--- src/rtl/hwk_pkg.sv ---
package hwk_pkg;

    typedef enum logic [1:0] {
        ST_RUN   = 2'd0,
        ST_ENTER = 2'd1,
        ST_HALT  = 2'd2,
        ST_DRAIN = 2'd3
    } hwk_state_e;

    typedef enum logic [1:0] {
        MD_RUN   = 2'b00,
        MD_STOP  = 2'b01,
        MD_IDLE1 = 2'b10,
        MD_IDLE2 = 2'b11
    } hwk_mode_e;

    // source index doubles as priority: higher index wins
    localparam int SRC_N   = 3;
    localparam int SRC_W   = 2;
    localparam int SRC_MI  = 0;
    localparam int SRC_PIN = 1;
    localparam int SRC_NMI = 2;

endpackage

--- src/rtl/hwk_qualify.sv ---
module hwk_qualify
    import hwk_pkg::*;
#(
    parameter int LVL_W = 3
) (
    input  logic             mi_req,
    input  logic [LVL_W-1:0] mi_lvl,
    input  logic             pin_req,
    input  logic [LVL_W-1:0] pin_lvl,
    input  logic             nmi_req,
    input  logic [LVL_W-1:0] mask_i,
    output logic [SRC_N-1:0] live,
    output logic             pin_svc
);
    always_comb begin
        live          = '0;
        // equal level counts as masked
        live[SRC_MI]  = mi_req && (mi_lvl > mask_i);
        live[SRC_PIN] = pin_req;
        live[SRC_NMI] = nmi_req;
        pin_svc       = pin_req && (pin_lvl > mask_i);
    end
endmodule

--- src/rtl/hwk_pick.sv ---
module hwk_pick #(
    parameter int N  = 3,
    parameter int IW = 2
) (
    input  logic [N-1:0]  req,
    output logic [N-1:0]  gnt,
    output logic [IW-1:0] idx,
    output logic          any
);
    always_comb begin
        gnt = '0;
        idx = '0;
        any = |req;
        for (int i = 0; i < N; i++) begin
            if (req[i]) begin
                gnt    = '0;
                gnt[i] = 1'b1;
                idx    = IW'(i);
            end
        end
    end
endmodule

--- src/rtl/hwk_gate.sv ---
module hwk_gate
    import hwk_pkg::*;
(
    input  hwk_state_e st,
    input  hwk_mode_e  mode,
    output logic       core_en,
    output logic       periph_en,
    output logic       osc_en
);
    logic gated;
    always_comb begin
        gated     = (st == ST_ENTER) || (st == ST_HALT);
        core_en   = !gated;
        periph_en = !(gated && ((mode == MD_STOP) || (mode == MD_IDLE1)));
        osc_en    = !(gated && (mode == MD_STOP));
    end
endmodule

--- src/rtl/hwk_ctrl.sv ---
module hwk_ctrl
    import hwk_pkg::*;
#(
    parameter int WIN_CYC = 3,
    parameter int LVL_W   = 3
) (
    input  logic             clk,
    input  logic             rst_n,
    input  logic             halt_req,
    input  logic [1:0]       mode_i,
    input  logic [LVL_W-1:0] mask_i,
    input  logic             mi_req,
    input  logic [LVL_W-1:0] mi_lvl,
    input  logic             pin_req,
    input  logic [LVL_W-1:0] pin_lvl,
    input  logic             nmi_req,
    output logic             core_clk_en_o,
    output logic             periph_clk_en_o,
    output logic             osc_en_o,
    output logic             halted_o,
    output logic             enter_o,
    output logic             pend_o,
    output logic             wake_o,
    output logic             svc_o,
    output logic [SRC_W-1:0] svc_src_o,
    output logic             resume_o
);
    localparam int CW = (WIN_CYC < 2) ? 1 : $clog2(WIN_CYC);
    localparam logic [CW-1:0] CNT_LAST = CW'(WIN_CYC - 1);

    typedef struct packed {
        hwk_state_e       st;
        hwk_mode_e        mode;
        logic [CW-1:0]    cnt;
        logic [SRC_N-1:0] set;
        logic             psvc;
        logic             first;
    } hwk_regs_t;

    hwk_regs_t q, d;

    logic [SRC_N-1:0] live;
    logic             pin_svc;
    logic [SRC_N-1:0] gnt;
    logic [SRC_W-1:0] top;
    logic             any;
    logic             pin_plain;

    hwk_qualify #(.LVL_W(LVL_W)) u_qual (
        .mi_req (mi_req),
        .mi_lvl (mi_lvl),
        .pin_req(pin_req),
        .pin_lvl(pin_lvl),
        .nmi_req(nmi_req),
        .mask_i (mask_i),
        .live   (live),
        .pin_svc(pin_svc)
    );

    hwk_pick #(.N(SRC_N), .IW(SRC_W)) u_pick (
        .req(q.set),
        .gnt(gnt),
        .idx(top),
        .any(any)
    );

    hwk_gate u_gate (
        .st       (q.st),
        .mode     (q.mode),
        .core_en  (core_clk_en_o),
        .periph_en(periph_clk_en_o),
        .osc_en   (osc_en_o)
    );

    always_comb begin
        d = q;
        case (q.st)
            ST_RUN: begin
                if (halt_req && (mode_i != MD_RUN)) begin
                    d.set   = '0;
                    d.psvc  = 1'b0;
                    d.cnt   = '0;
                    d.first = 1'b0;
                    d.mode  = hwk_mode_e'(mode_i);
                    // idle2 needs no shutdown window
                    d.st    = (mode_i == MD_IDLE2) ? ST_HALT : ST_ENTER;
                end
            end
            ST_ENTER: begin
                d.set  = q.set | live;
                d.psvc = q.psvc | pin_svc;
                if (q.cnt == CNT_LAST) begin
                    d.st = ST_HALT;
                end else begin
                    d.cnt = q.cnt + 1'b1;
                end
            end
            ST_HALT: begin
                // only a source not already held can release the core
                if (|(live & ~q.set)) begin
                    d.st    = ST_DRAIN;
                    d.set   = q.set | live;
                    d.psvc  = q.psvc | pin_svc;
                    d.first = 1'b1;
                end
            end
            ST_DRAIN: begin
                d.first = 1'b0;
                d.set   = q.set & ~gnt;
                if ((q.set & ~gnt) == '0) begin
                    d.st   = ST_RUN;
                    d.psvc = 1'b0;
                    d.mode = MD_RUN;
                end
            end
            default: d = q;
        endcase
    end

    always_ff @(posedge clk or negedge rst_n) begin
        if (!rst_n) begin
            q <= '{st: ST_RUN, mode: MD_RUN, cnt: '0, set: '0, psvc: 1'b0, first: 1'b0};
        end else begin
            q <= d;
        end
    end

    always_comb begin
        halted_o  = (q.st == ST_ENTER) || (q.st == ST_HALT);
        enter_o   = (q.st == ST_ENTER);
        pend_o    = halted_o && (|q.set);
        wake_o    = (q.st == ST_DRAIN) && q.first;
        pin_plain = (top == SRC_W'(SRC_PIN)) && !q.psvc;
        resume_o  = (q.st == ST_DRAIN) && any && pin_plain;
        svc_o     = (q.st == ST_DRAIN) && any && !pin_plain;
        svc_src_o = svc_o ? top : '0;
    end

endmodule

--- config.mk ---
export PLATFORM = sky130hd
export DESIGN_NAME = hwk_ctrl
export DESIGN_NICKNAME = d
export VERILOG_FILES = /design/src/rtl/hwk_pkg.sv /design/src/rtl/hwk_qualify.sv /design/src/rtl/hwk_pick.sv /design/src/rtl/hwk_gate.sv /design/src/rtl/hwk_ctrl.sv
export SDC_FILE = /design/constraint.sdc
export NUM_CORES = 1
export LEC_CHECK = 0
export ABC_CLOCK_PERIOD_IN_PS = 1580
export BUFFER_PORTS_ARGS = -buffer_cell sky130_fd_sc_hd__buf_2
export CAP_MARGIN = 20
export CORE_MARGIN = 4
export CORE_UTILIZATION = 30
export DETAILED_ROUTE_END_ITERATION = 10
export PLACE_DENSITY_LB_ADDON = 0.1
export SYNTH_ARGS = -nofsm -noshare
export SYNTH_HDL_FRONTEND = slang
export SYNTH_SLANG_ARGS = --single-unit
--- constraint.sdc ---
create_clock -name clk -period 1.58 [get_ports clk]
set_input_delay 0.237 -clock clk [delete_from_list [all_inputs] [get_ports clk]]
set_output_delay 0.237 -clock clk [all_outputs]
set_load 0.01 [all_outputs]
==> results.sh, run 1 <==
export IMPL_result_of_the_run="finished, violations left"
export IMPL_violations_in_the_final_reports="setup timing"
export IMPL_worst_setup_path_end_kind="output port"
export IMPL_wl_um=2510
export IMPL_startpoint_type="flip-flop"
export IMPL_drv_cap=0
export IMPL_num_nets_final=184
export IMPL_post_route_cells_drive_above_1_share_pct=45.5
export IMPL_largest_reg_flops=11
export IMPL_yosysTopAreaCellShare_pct=29.0
export IMPL_ys_seq_area_share_pct=29.0
export IMPL_starting_density_of_the_core_pct=31.3
export IMPL_r2r_setup_slack_ns=0.01
export IMPL_antenna_violating_nets_post_route=0
export IMPL_top_register="q"
export IMPL_hpwlAfterDp_um=2000
export IMPL_fillers=305
export IMPL_worst_path_max_delay_cell="sky130_fd_sc_hd__dfrtp_1"
export IMPL_finClkSkew_ns=0.00399
export IMPL_rr_worst_depth=5
export IMPL_worst_setup_hold_path_clk_slew_ns=0.08
export IMPL_grt_pass1_wl_um=4400
export IMPL_pin_count=28
export IMPL_num_rows=20
export IMPL_dpl_cell_area_sq_um=1240
export IMPL_post_synth_instance_area_sq_um=948
export IMPL_cpPeakStageDelay_ns=0.40
export IMPL_postSynth_asyncResetShare_pct=100
export IMPL_wl_per_instance_um=12.7
export IMPL_largest_net_degree_at_the_start_of_global_routing=12
export IMPL_setup_worst_path_end="svc_src_o[0]"
export IMPL_detailedRoute_firstPassIterationCount=4
export IMPL_grt_antenna_before_repair=0
export IMPL_synth_nets=134
export IMPL_cts_made_buffers=3
export IMPL_postSynthRegisterBits=11
export IMPL_post_synth_inst_count=105
export IMPL_synth_area_top_cells="sky130_fd_sc_hd__dfrtp_1 29%, sky130_fd_sc_hd__ha_1 16%, sky130_fd_sc_hd__inv_1 5.1%, sky130_fd_sc_hd__o21ai_0 3.7%, sky130_fd_sc_hd__nand2_1 3.6%"
export IMPL_data_arrival_time_of_the_critical_path_ns=1.38
export IMPL_first_global_vias=973
export IMPL_timing_slew_headroom_pct=75.9
export IMPL_post_route_drc_count=0
export IMPL_htreeDepth=1
export IMPL_clkSinkCount=11
export IMPL_total_power_density_per_cell_area_nw_per_um2=1900
export IMPL_fin_crit_ns=1.62
export IMPL_ys_types=33
export IMPL_grt_setup_unrepaired="true"
export IMPL_clk_latency_ns=0.27
export IMPL_gr_usage_all_layers_pct=13.5
export IMPL_fmaxAchievable_mhz=619
export IMPL_path_cells="buf_4 -> ha_4 -> o21a_1 -> nor3b_2 -> buf_2"
export IMPL_place_congestion=0.763
export IMPL_critical_path_maximum_fanout=5
export IMPL_die_h_um=64.2
export IMPL_timing_hold_violations_final=0
export IMPL_yosys_top_cells_count="13 x sky130_fd_sc_hd__inv_1, 12 x sky130_fd_sc_hd__ha_1, 11 x sky130_fd_sc_hd__dfrtp_1, 9 x sky130_fd_sc_hd__nand2_1, 7 x sky130_fd_sc_hd__o21ai_0"
export IMPL_leakagePower_nw=0.705
export IMPL_drt_initial_drc_count=23
export IMPL_crit_reg2reg_capture="q[10]"
export IMPL_criticalPathCategory="reg2out"
export IMPL_syn2layout_area_growth_pct=47.5
export IMPL_remaining_global_route_overflow=0
export IMPL_timing_max_transition_violations_final=0
export IMPL_netlist_top_cell_by_area="sky130_fd_sc_hd__dfrtp_1"
export IMPL_minimum_setup_slack_in_the_final_design_ns=-0.0350
export IMPL_setup_violations_final=4
export IMPL_route_vias_total=915
export IMPL_clock_path_buffers=2
export IMPL_worst_ep_required_time_ns=1.34
export IMPL_worst_pin_slew_ns=0.359
export IMPL_synth_edff_count=0
export IMPL_synthesis_yosys_warnings=0
export IMPL_cts_tree="done"
export IMPL_registers_with_the_most_flip_flops="q x11"
export IMPL_hold_path_class="in2reg"
export IMPL_rr_startpoint="q[2]"
export IMPL_post_drt_via_cell_ratio=4.62
export IMPL_timing_final_crit_share_pct=102
export IMPL_finalInstanceArea_sq_um=1400
export IMPL_placeableCoreArea_sq_um=3030
export IMPL_setup_crit_start="q[9]"
export IMPL_clockRootBuffer="sky130_fd_sc_hd__clkbuf_4"
export IMPL_placement_setup_slack_ns=-0.148
export IMPL_die_w_um=64.2
export IMPL_fin_util_pct=46.2
export IMPL_fin_tns_setup_ns=-0.106
export IMPL_synth_main_ff_cell="sky130_fd_sc_hd__dfrtp_1"
export IMPL_ir_worst_vdd_uv=1200
export IMPL_place_port_buffers=27
export IMPL_antenna_cells=0
export IMPL_post_synth_top_count_cell="sky130_fd_sc_hd__inv_1"
export IMPL_avgSynthCellArea_sq_um=9.03
export IMPL_die_area_sq_um=4120
-- power breakdown --
part | internal, W | switching, W | total (W) | leakage (nW)
clock network | 0.0000977 | 0.000105 | 0.000203 | 0.0150
logic | 0.00101 | 0.000935 | 0.00194 | 0.550
registers | 0.000406 | 0.000108 | 0.000515 | 0.140
total | 0.00151 | 0.00115 | 0.00266 | 0.705
-- critical path, delay by kind of cell, from the launching register on --
kind | cells | cell delay, ns
AND/OR/NAND/NOR | 1 | 0.14
flip-flops | 1 | 0.40
buffers and inverters | 2 | 0.29
AO/OA/AOI/OAI | 1 | 0.11
adder cells (fa/ha/maj) | 1 | 0.17
-- placed cells by master (no fill, tap or decap), drive strengths merged, types with 2 or more instances in the layout --
master / synthesis / layout
nand3: 5 / 5
buf: 2 / 47
nand2b: 3 / 3
nor2: 5 / 5
clkbuf: 1 / 4
o21ai: 9 / 9
a22o: 3 / 3
o211ai: 2 / 2
ha: 12 / 12
inv: 13 / 13
nand2: 9 / 9
mux2: 2 / 2
o21a: 3 / 3
dfrtp: 11 / 11
a31oi: 2 / 2
o22ai: 2 / 2
nor2b: 2 / 2
nor3: 2 / 2
and2: 3 / 3
a21oi: 5 / 5
-- area by class of cell --
type                            count  area, sq um  share of cell area, %
Clock buffer                        4         26.3                   1.88
Tap cell                           44         55.1                   3.94
Multi-Input combinational cell     78          683                   48.8
Sequential cell                    11          277                   19.8
Inverter                           13         51.3                   3.67
Timing Repair Buffer               48          307                   21.9
-- cells by family after synthesis --
kind of cell	share of synthesized area, %
AND/OR/NAND/NOR	18.3
buffers and inverters	7.92
AO/OA/AOI/OAI	23.9
adder cells (fa/ha/maj)	17.0
multiplexers	3.83
flip-flops	29.0
-- metrics by stage --
step           total power (W)  hold WS, ns  cells
6_report               0.00266        0.248    198
5_1_grt                0.00291        0.284    198
4_1_cts                0.00253        0.238    195
3_5_place_dp           0.00213        0.134    185
3_3_place_gp           0.00211        0.131    185
2_1_floorplan          0.00160      -0.0586    105
-- metal layers --
layer  track usage, %  share of wire (%)
met1             16.4                 47
met2             23.1                 48
met3             4.92                5.1
met4             2.37               0.32
met5                0                  0
-- worst min-delay path by stage --
stage                 start  slack (ns)  cells after the start  endpoint
floorplan             rst_n       -0.06                      0      q[0]
global placement      rst_n        0.13                      1      q[5]
detailed placement    rst_n        0.13                      1      q[5]
CTS                 nmi_req        0.24                      3      q[4]
global route        nmi_req        0.28                      3      q[4]
finish              nmi_req        0.25                      3      q[4]
-- timing repair --
action	in CTS	in global routing
endpoints found under the setup margin	10	12
buffers inserted	5	3
resized for setup	6	10
pin swaps	0	6
endpoints found under the hold margin	11	0
hold buffers	1	0
Power figures use the tool's default switching activity.
==> run 2: changes to the inputs <==
PLACE_DENSITY_LB_ADDON = not set   (was 0.1)
==> run 2 against run 1 <==
Effect of this change: global-route usage increased by 0.19 points; sequential share of layout area decreased by 0.92 points; highest routed layer unchanged; total power increased by 5.9%; largest cell class unchanged; the flow still finishes with violations (setup timing).
==> results.sh, run 2 (synthesized netlist as in run 1, its figures left out) <==
export IMPL_result_of_the_run="finished, violations left"
export IMPL_violations_in_the_final_reports="setup timing"
export IMPL_startpoint_type="flip-flop"
export IMPL_cts_tree="done"
export IMPL_timing_max_transition_violations_final=0
export IMPL_layout_cells_most_common="sky130_fd_sc_hd__buf_2"
export IMPL_path_cells="buf_6 -> maj3_2 -> a22oi_4 -> nand3_4 -> mux2_4"
export IMPL_clk_latency_ns=0.28
export IMPL_fmaxAchievable_mhz=619
export IMPL_grt_setup_unrepaired="true"
export IMPL_largest_reg_flops=11
export IMPL_cts_made_buffers=3
export IMPL_wl_per_instance_um=13.1
export IMPL_drt_initial_drc_count=35
export IMPL_post_route_cells_drive_above_1_share_pct=52.2
export IMPL_worst_path_max_delay_cell="sky130_fd_sc_hd__dfrtp_2"
export IMPL_grt_pass1_wl_um=4370
export IMPL_clock_path_buffers=2
export IMPL_data_arrival_time_of_the_critical_path_ns=1.78
export IMPL_minimum_setup_slack_in_the_final_design_ns=-0.0342
export IMPL_num_rows=20
export IMPL_leakagePower_nw=0.724
export IMPL_dpl_cell_area_sq_um=1230
export IMPL_die_w_um=64.2
export IMPL_crit_buf_inv=1
export IMPL_clkSinkCount=11
export IMPL_wl_um=2630
export IMPL_fillers=300
export IMPL_drv_cap=0
export IMPL_criticalPathCategory="reg2reg"
export IMPL_remaining_global_route_overflow=0
export IMPL_antenna_violating_nets_post_route=0
export IMPL_post_drt_via_cell_ratio=4.71
export IMPL_timing_slew_headroom_pct=77.9
export IMPL_finalInstanceArea_sq_um=1470
export IMPL_worst_setup_path_end_kind="flip-flop"
export IMPL_worst_pin_slew_ns=0.329
export IMPL_die_area_sq_um=4120
export IMPL_antenna_cells=0
export IMPL_critical_path_maximum_fanout=5
export IMPL_worst_setup_hold_path_clk_slew_ns=0.08
export IMPL_post_route_drc_count=0
export IMPL_ir_worst_vdd_uv=471
export IMPL_hpwlAfterDp_um=1930
export IMPL_fin_util_pct=48.7
export IMPL_detailedRoute_firstPassIterationCount=4
export IMPL_clockRootBuffer="sky130_fd_sc_hd__clkbuf_4"
export IMPL_fin_tns_setup_ns=-0.115
export IMPL_grt_antenna_before_repair=0
export IMPL_first_global_vias=983
export IMPL_fin_crit_ns=1.61
export IMPL_htreeDepth=1
export IMPL_syn2layout_area_growth_pct=55.4
export IMPL_layout_cells_most_common_list="25 x sky130_fd_sc_hd__buf_2, 18 x sky130_fd_sc_hd__buf_4, 9 x sky130_fd_sc_hd__dfrtp_1"
export IMPL_num_nets_final=187
export IMPL_timing_hold_violations_final=0
export IMPL_total_power_density_per_cell_area_nw_per_um2=1910
export IMPL_largest_net_degree_at_the_start_of_global_routing=12
export IMPL_cpPeakStageDelay_ns=0.43
export IMPL_gr_usage_all_layers_pct=13.7
export IMPL_cpLargestDelayFamily="flip-flops"
export IMPL_placeableCoreArea_sq_um=3030
export IMPL_die_h_um=64.2
export IMPL_registers_with_the_most_flip_flops="q x11"
export IMPL_pin_count=28
export IMPL_hold_path_class="in2reg"
export IMPL_setup_violations_final=4
export IMPL_starting_density_of_the_core_pct=31.3
export IMPL_finClkSkew_ns=0.00680
export IMPL_top_register="q"
export IMPL_worst_ep_required_time_ns=1.75
export IMPL_place_port_buffers=27
export IMPL_timing_final_crit_share_pct=102
export IMPL_route_vias_total=946
export IMPL_place_congestion=0.900
-- run 2: final timing paths --
check	start	endpoint	slack, ns	cells past startpoint
worst max register to register	q[3]	q[10]	-0.03	5
worst min-delay path	nmi_req	q[4]	0.27	3
worst min register to register	q[0]	q[0]	0.53	1
worst max-delay path	q[3]	q[10]	-0.03	5
max in group asynchronous	rst_n	q[3]	0.98	2
min in group asynchronous	rst_n	q[5]	0.36	2
-- run 2: area by class of cell --
| type | instances | area (sq um) | share of cell area (%) |
|---|---|---|---|
| clock buffer | 4 | 26.3 | 1.78 |
| inverter | 13 | 55.1 | 3.74 |
| multi-input combinational | 78 | 711 | 48.2 |
| sequential | 11 | 278 | 18.8 |
| tap | 44 | 55.1 | 3.74 |
| timing repair buffer | 51 | 349 | 23.7 |
-- run 2: tightest hold or removal path: cells and delay by family --
| kind | cells | cell delay, ns |
|---|---|---|
| compound gates | 2 | 0.17 |
| buf+inv | 1 | 0.09 |
-- run 2: what timing repair did --
item	in CTS	in global routing
setup buffers	8	4
hold buffers	1	0
endpoints found under the hold margin	11	0
setup endpoints to repair	9	14
pin swaps	4	6
gates resized for setup	13	17
-- run 2: stage by stage --
| step | std cells | hold slack [ns] | total power (W) | setup WS (ns) |
|---|---|---|---|---|
| global route | 201 | 0.258 | 0.00305 | -0.102 |
| detailed placement | 184 | 0.131 | 0.00209 | -0.173 |
| floorplan | 105 | -0.0586 | 0.00160 | 0.0115 |
| CTS | 197 | 0.259 | 0.00260 | -0.0428 |
| global placement | 184 | 0.127 | 0.00204 | -0.122 |
| finish | 201 | 0.267 | 0.00281 | -0.0342 |
-- run 2: per-layer routing --
layer,global-route usage [%],wire length [um],up-vias
li1,-,-,472
met1,15.8,1100,437
met2,23.4,1310,33
met3,2.99,171,4
met4,7.65,53,0
met5,0,0,-
-- run 2: report_power, final --
part / switching [W] / total, W / leakage [nW] / internal, W
Clock: 0.000106 / 0.000204 / 0.0150 / 0.0000980
Combinational: 0.000990 / 0.00209 / 0.571 / 0.00110
Sequential: 0.000114 / 0.000523 / 0.139 / 0.000409
Total: 0.00121 / 0.00281 / 0.724 / 0.00160
==> run 3: changes to the inputs <==
BUFFER_PORTS_ARGS = -buffer_cell sky130_fd_sc_hd__clkbuf_2   (was -buffer_cell sky130_fd_sc_hd__buf_2)
==> run 3 against run 2 <==
Effect of this change: largest cell class unchanged; register-to-register slack improved by 0.05 ns; critical path depth did not move; the flow still finishes with violations (setup timing); total power increased by 1.5%; sequential power about the same; highest routed layer unchanged; sequential cell count stayed put; global-route usage fell by 0.26 points.
==> results.sh, run 3 (synthesized netlist as in run 1, its figures left out) <==
export IMPL_hold_path_startpoint="nmi_req"
export IMPL_fmaxAchievable_mhz=624
export IMPL_finClkSkew_ns=0.00539
export IMPL_clkSinkCount=11
export IMPL_crit_reg2reg_capture="q[10]"
export IMPL_die_area_sq_um=4120
export IMPL_antenna_violating_nets_post_route=0
export IMPL_data_arrival_time_of_the_critical_path_ns=1.37
export IMPL_route_vias_total=959
export IMPL_timing_final_crit_share_pct=101
export IMPL_worst_setup_path_end_kind="output port"
export IMPL_fin_crit_ns=1.60
export IMPL_hold_path_endpoint="q[4]"
export IMPL_hold_path_class="in2reg"
export IMPL_result_of_the_run="finished, violations left"
export IMPL_worst_ep_required_time_ns=1.34
export IMPL_pin_count=28
export IMPL_setup_violations_final=2
export IMPL_post_drt_via_cell_ratio=4.75
export IMPL_hold_worst_slack_ns=0.263
export IMPL_total_power_density_per_cell_area_nw_per_um2=1940
export IMPL_timing_slew_headroom_pct=78.1
export IMPL_num_nets_final=188
export IMPL_fin_cells=202
export IMPL_worst_pin_slew_ns=0.326
export IMPL_top_register="q"
export IMPL_rr_startpoint="q[4]"
export IMPL_detailedRoute_firstPassIterationCount=4
export IMPL_criticalPathCategory="reg2out"
export IMPL_placeableCoreArea_sq_um=3030
export IMPL_rr_worst_depth=5
export IMPL_clock_path_buffers=2
export IMPL_startpoint_type="flip-flop"
export IMPL_gr_usage_all_layers_pct=13.5
export IMPL_min_path_cells=3
export IMPL_count_of_placed_standard_cells_including_taps=186
export IMPL_first_global_vias=982
export IMPL_cts_made_buffers=3
export IMPL_ir_worst_vdd_uv=583
export IMPL_die_w_um=64.2
export IMPL_hpwlAfterDp_um=1990
export IMPL_post_route_drc_count=0
export IMPL_place_congestion=0.852
export IMPL_syn2layout_area_growth_pct=55.4
export IMPL_largest_reg_flops=11
export IMPL_r2r_setup_slack_ns=0.02
export IMPL_die_h_um=64.2
export IMPL_wl_per_instance_um=12.8
export IMPL_antenna_cells=0
export IMPL_drv_cap=0
export IMPL_leakagePower_nw=0.742
export IMPL_grt_pass1_wl_um=4350
export IMPL_grt_antenna_before_repair=0
export IMPL_largest_net_degree_at_the_start_of_global_routing=12
export IMPL_registers_with_the_most_flip_flops="q x11"
export IMPL_critical_path_maximum_fanout=4
export IMPL_place_port_buffers=27
export IMPL_layout_cells_most_common="sky130_fd_sc_hd__clkbuf_2"
export IMPL_timing_max_transition_violations_final=0
export IMPL_timing_hold_violations_final=0
export IMPL_num_rows=20
export IMPL_post_route_cells_drive_above_1_share_pct=49.4
export IMPL_clockRootBuffer="sky130_fd_sc_hd__clkbuf_4"
export IMPL_cts_tree="done"
export IMPL_violations_in_the_final_reports="setup timing"
export IMPL_drt_initial_drc_count=23
export IMPL_clk_latency_ns=0.28
export IMPL_starting_density_of_the_core_pct=31.3
export IMPL_worst_setup_hold_path_clk_slew_ns=0.08
export IMPL_grt_setup_unrepaired="true"
export IMPL_wl_um=2580
export IMPL_minimum_setup_slack_in_the_final_design_ns=-0.0225
export IMPL_htreeDepth=1
export IMPL_remaining_global_route_overflow=0
export IMPL_layout_cells_most_common_list="21 x sky130_fd_sc_hd__clkbuf_2, 20 x sky130_fd_sc_hd__buf_4, 9 x sky130_fd_sc_hd__dfrtp_1"
==> run 3: layer usage <==
| layer | wire length (um) | vias up | part of all wire, % | global-route usage, % |
|---|---|---|---|---|
| li1 | - | 482 | - | - |
| met1 | 1090 | 447 | 42 | 14.6 |
| met2 | 1300 | 26 | 50 | 24.5 |
| met3 | 144 | 4 | 5.6 | 2.46 |
| met4 | 49 | 0 | 1.9 | 7.12 |
| met5 | 0 | - | 0 | 0 |
==> run 3: timing repair <==
item / in CTS / in global routing
resized for setup: 14 / 18
endpoints found under the hold margin: 11 / 0
setup endpoints to repair: 9 / 14
hold buffers: 1 / 0
pin swaps: 3 / 0
cloned: 0 / 0
buffers inserted: 7 / 4
==> run 3: worst max-delay path, cell delays in order (launching register included) <==
cell and delay, ns:
sky130_fd_sc_hd__dfrtp_1 0.42, sky130_fd_sc_hd__inv_2 0.08, sky130_fd_sc_hd__ha_4 0.29, sky130_fd_sc_hd__buf_6 0.11, sky130_fd_sc_hd__nand2b_1 0.06, sky130_fd_sc_hd__clkbuf_2 0.13
==> run 3: power by group <==
part | switching [W] | leakage (nW) | internal (W)
combinational | 0.000982 | 0.588 | 0.00114
clock | 0.000109 | 0.0150 | 0.0000979
sequential | 0.000117 | 0.139 | 0.000409
==> run 3: final cells by class <==
cell class | instances | area, sq um
clock buffers | 4 | 26.3
fillers | 292 | 1550
inverters | 13 | 48.8
multi-input cells | 78 | 703
flip-flops and latches | 11 | 278
well taps | 44 | 55.1
repair buffers | 52 | 363
==> run 3: through the flow <==
step / setup WS, ns / setup TNS (ns) / power, W / cell area (sq um) / util, %
floorplan: 0.0115 / 0 / 0.00160 / 982 / -
global placement: -0.107 / -0.271 / 0.00208 / 1240 / 41.1
detailed placement: -0.168 / -0.598 / 0.00212 / 1240 / 41.1
CTS: -0.0431 / -0.120 / 0.00264 / 1390 / 46.0
global route: -0.0885 / -0.394 / 0.00309 / 1470 / 48.7
finish: -0.0225 / -0.0299 / 0.00286 / 1470 / 48.7
==> run 3: how the worst max path moves through the flow <==
stage | from | end | slack [ns]
6_report | q[9] | periph_clk_en_o | -0.02
5_1_grt | q[9] | svc_src_o[0] | -0.09
4_1_cts | q[10] | pend_o | -0.04
3_5_place_dp | mask_i[2] | q[0] | -0.17
3_3_place_gp | mask_i[1] | q[0] | -0.11
2_1_floorplan | mask_i[1] | q[0] | 0.01
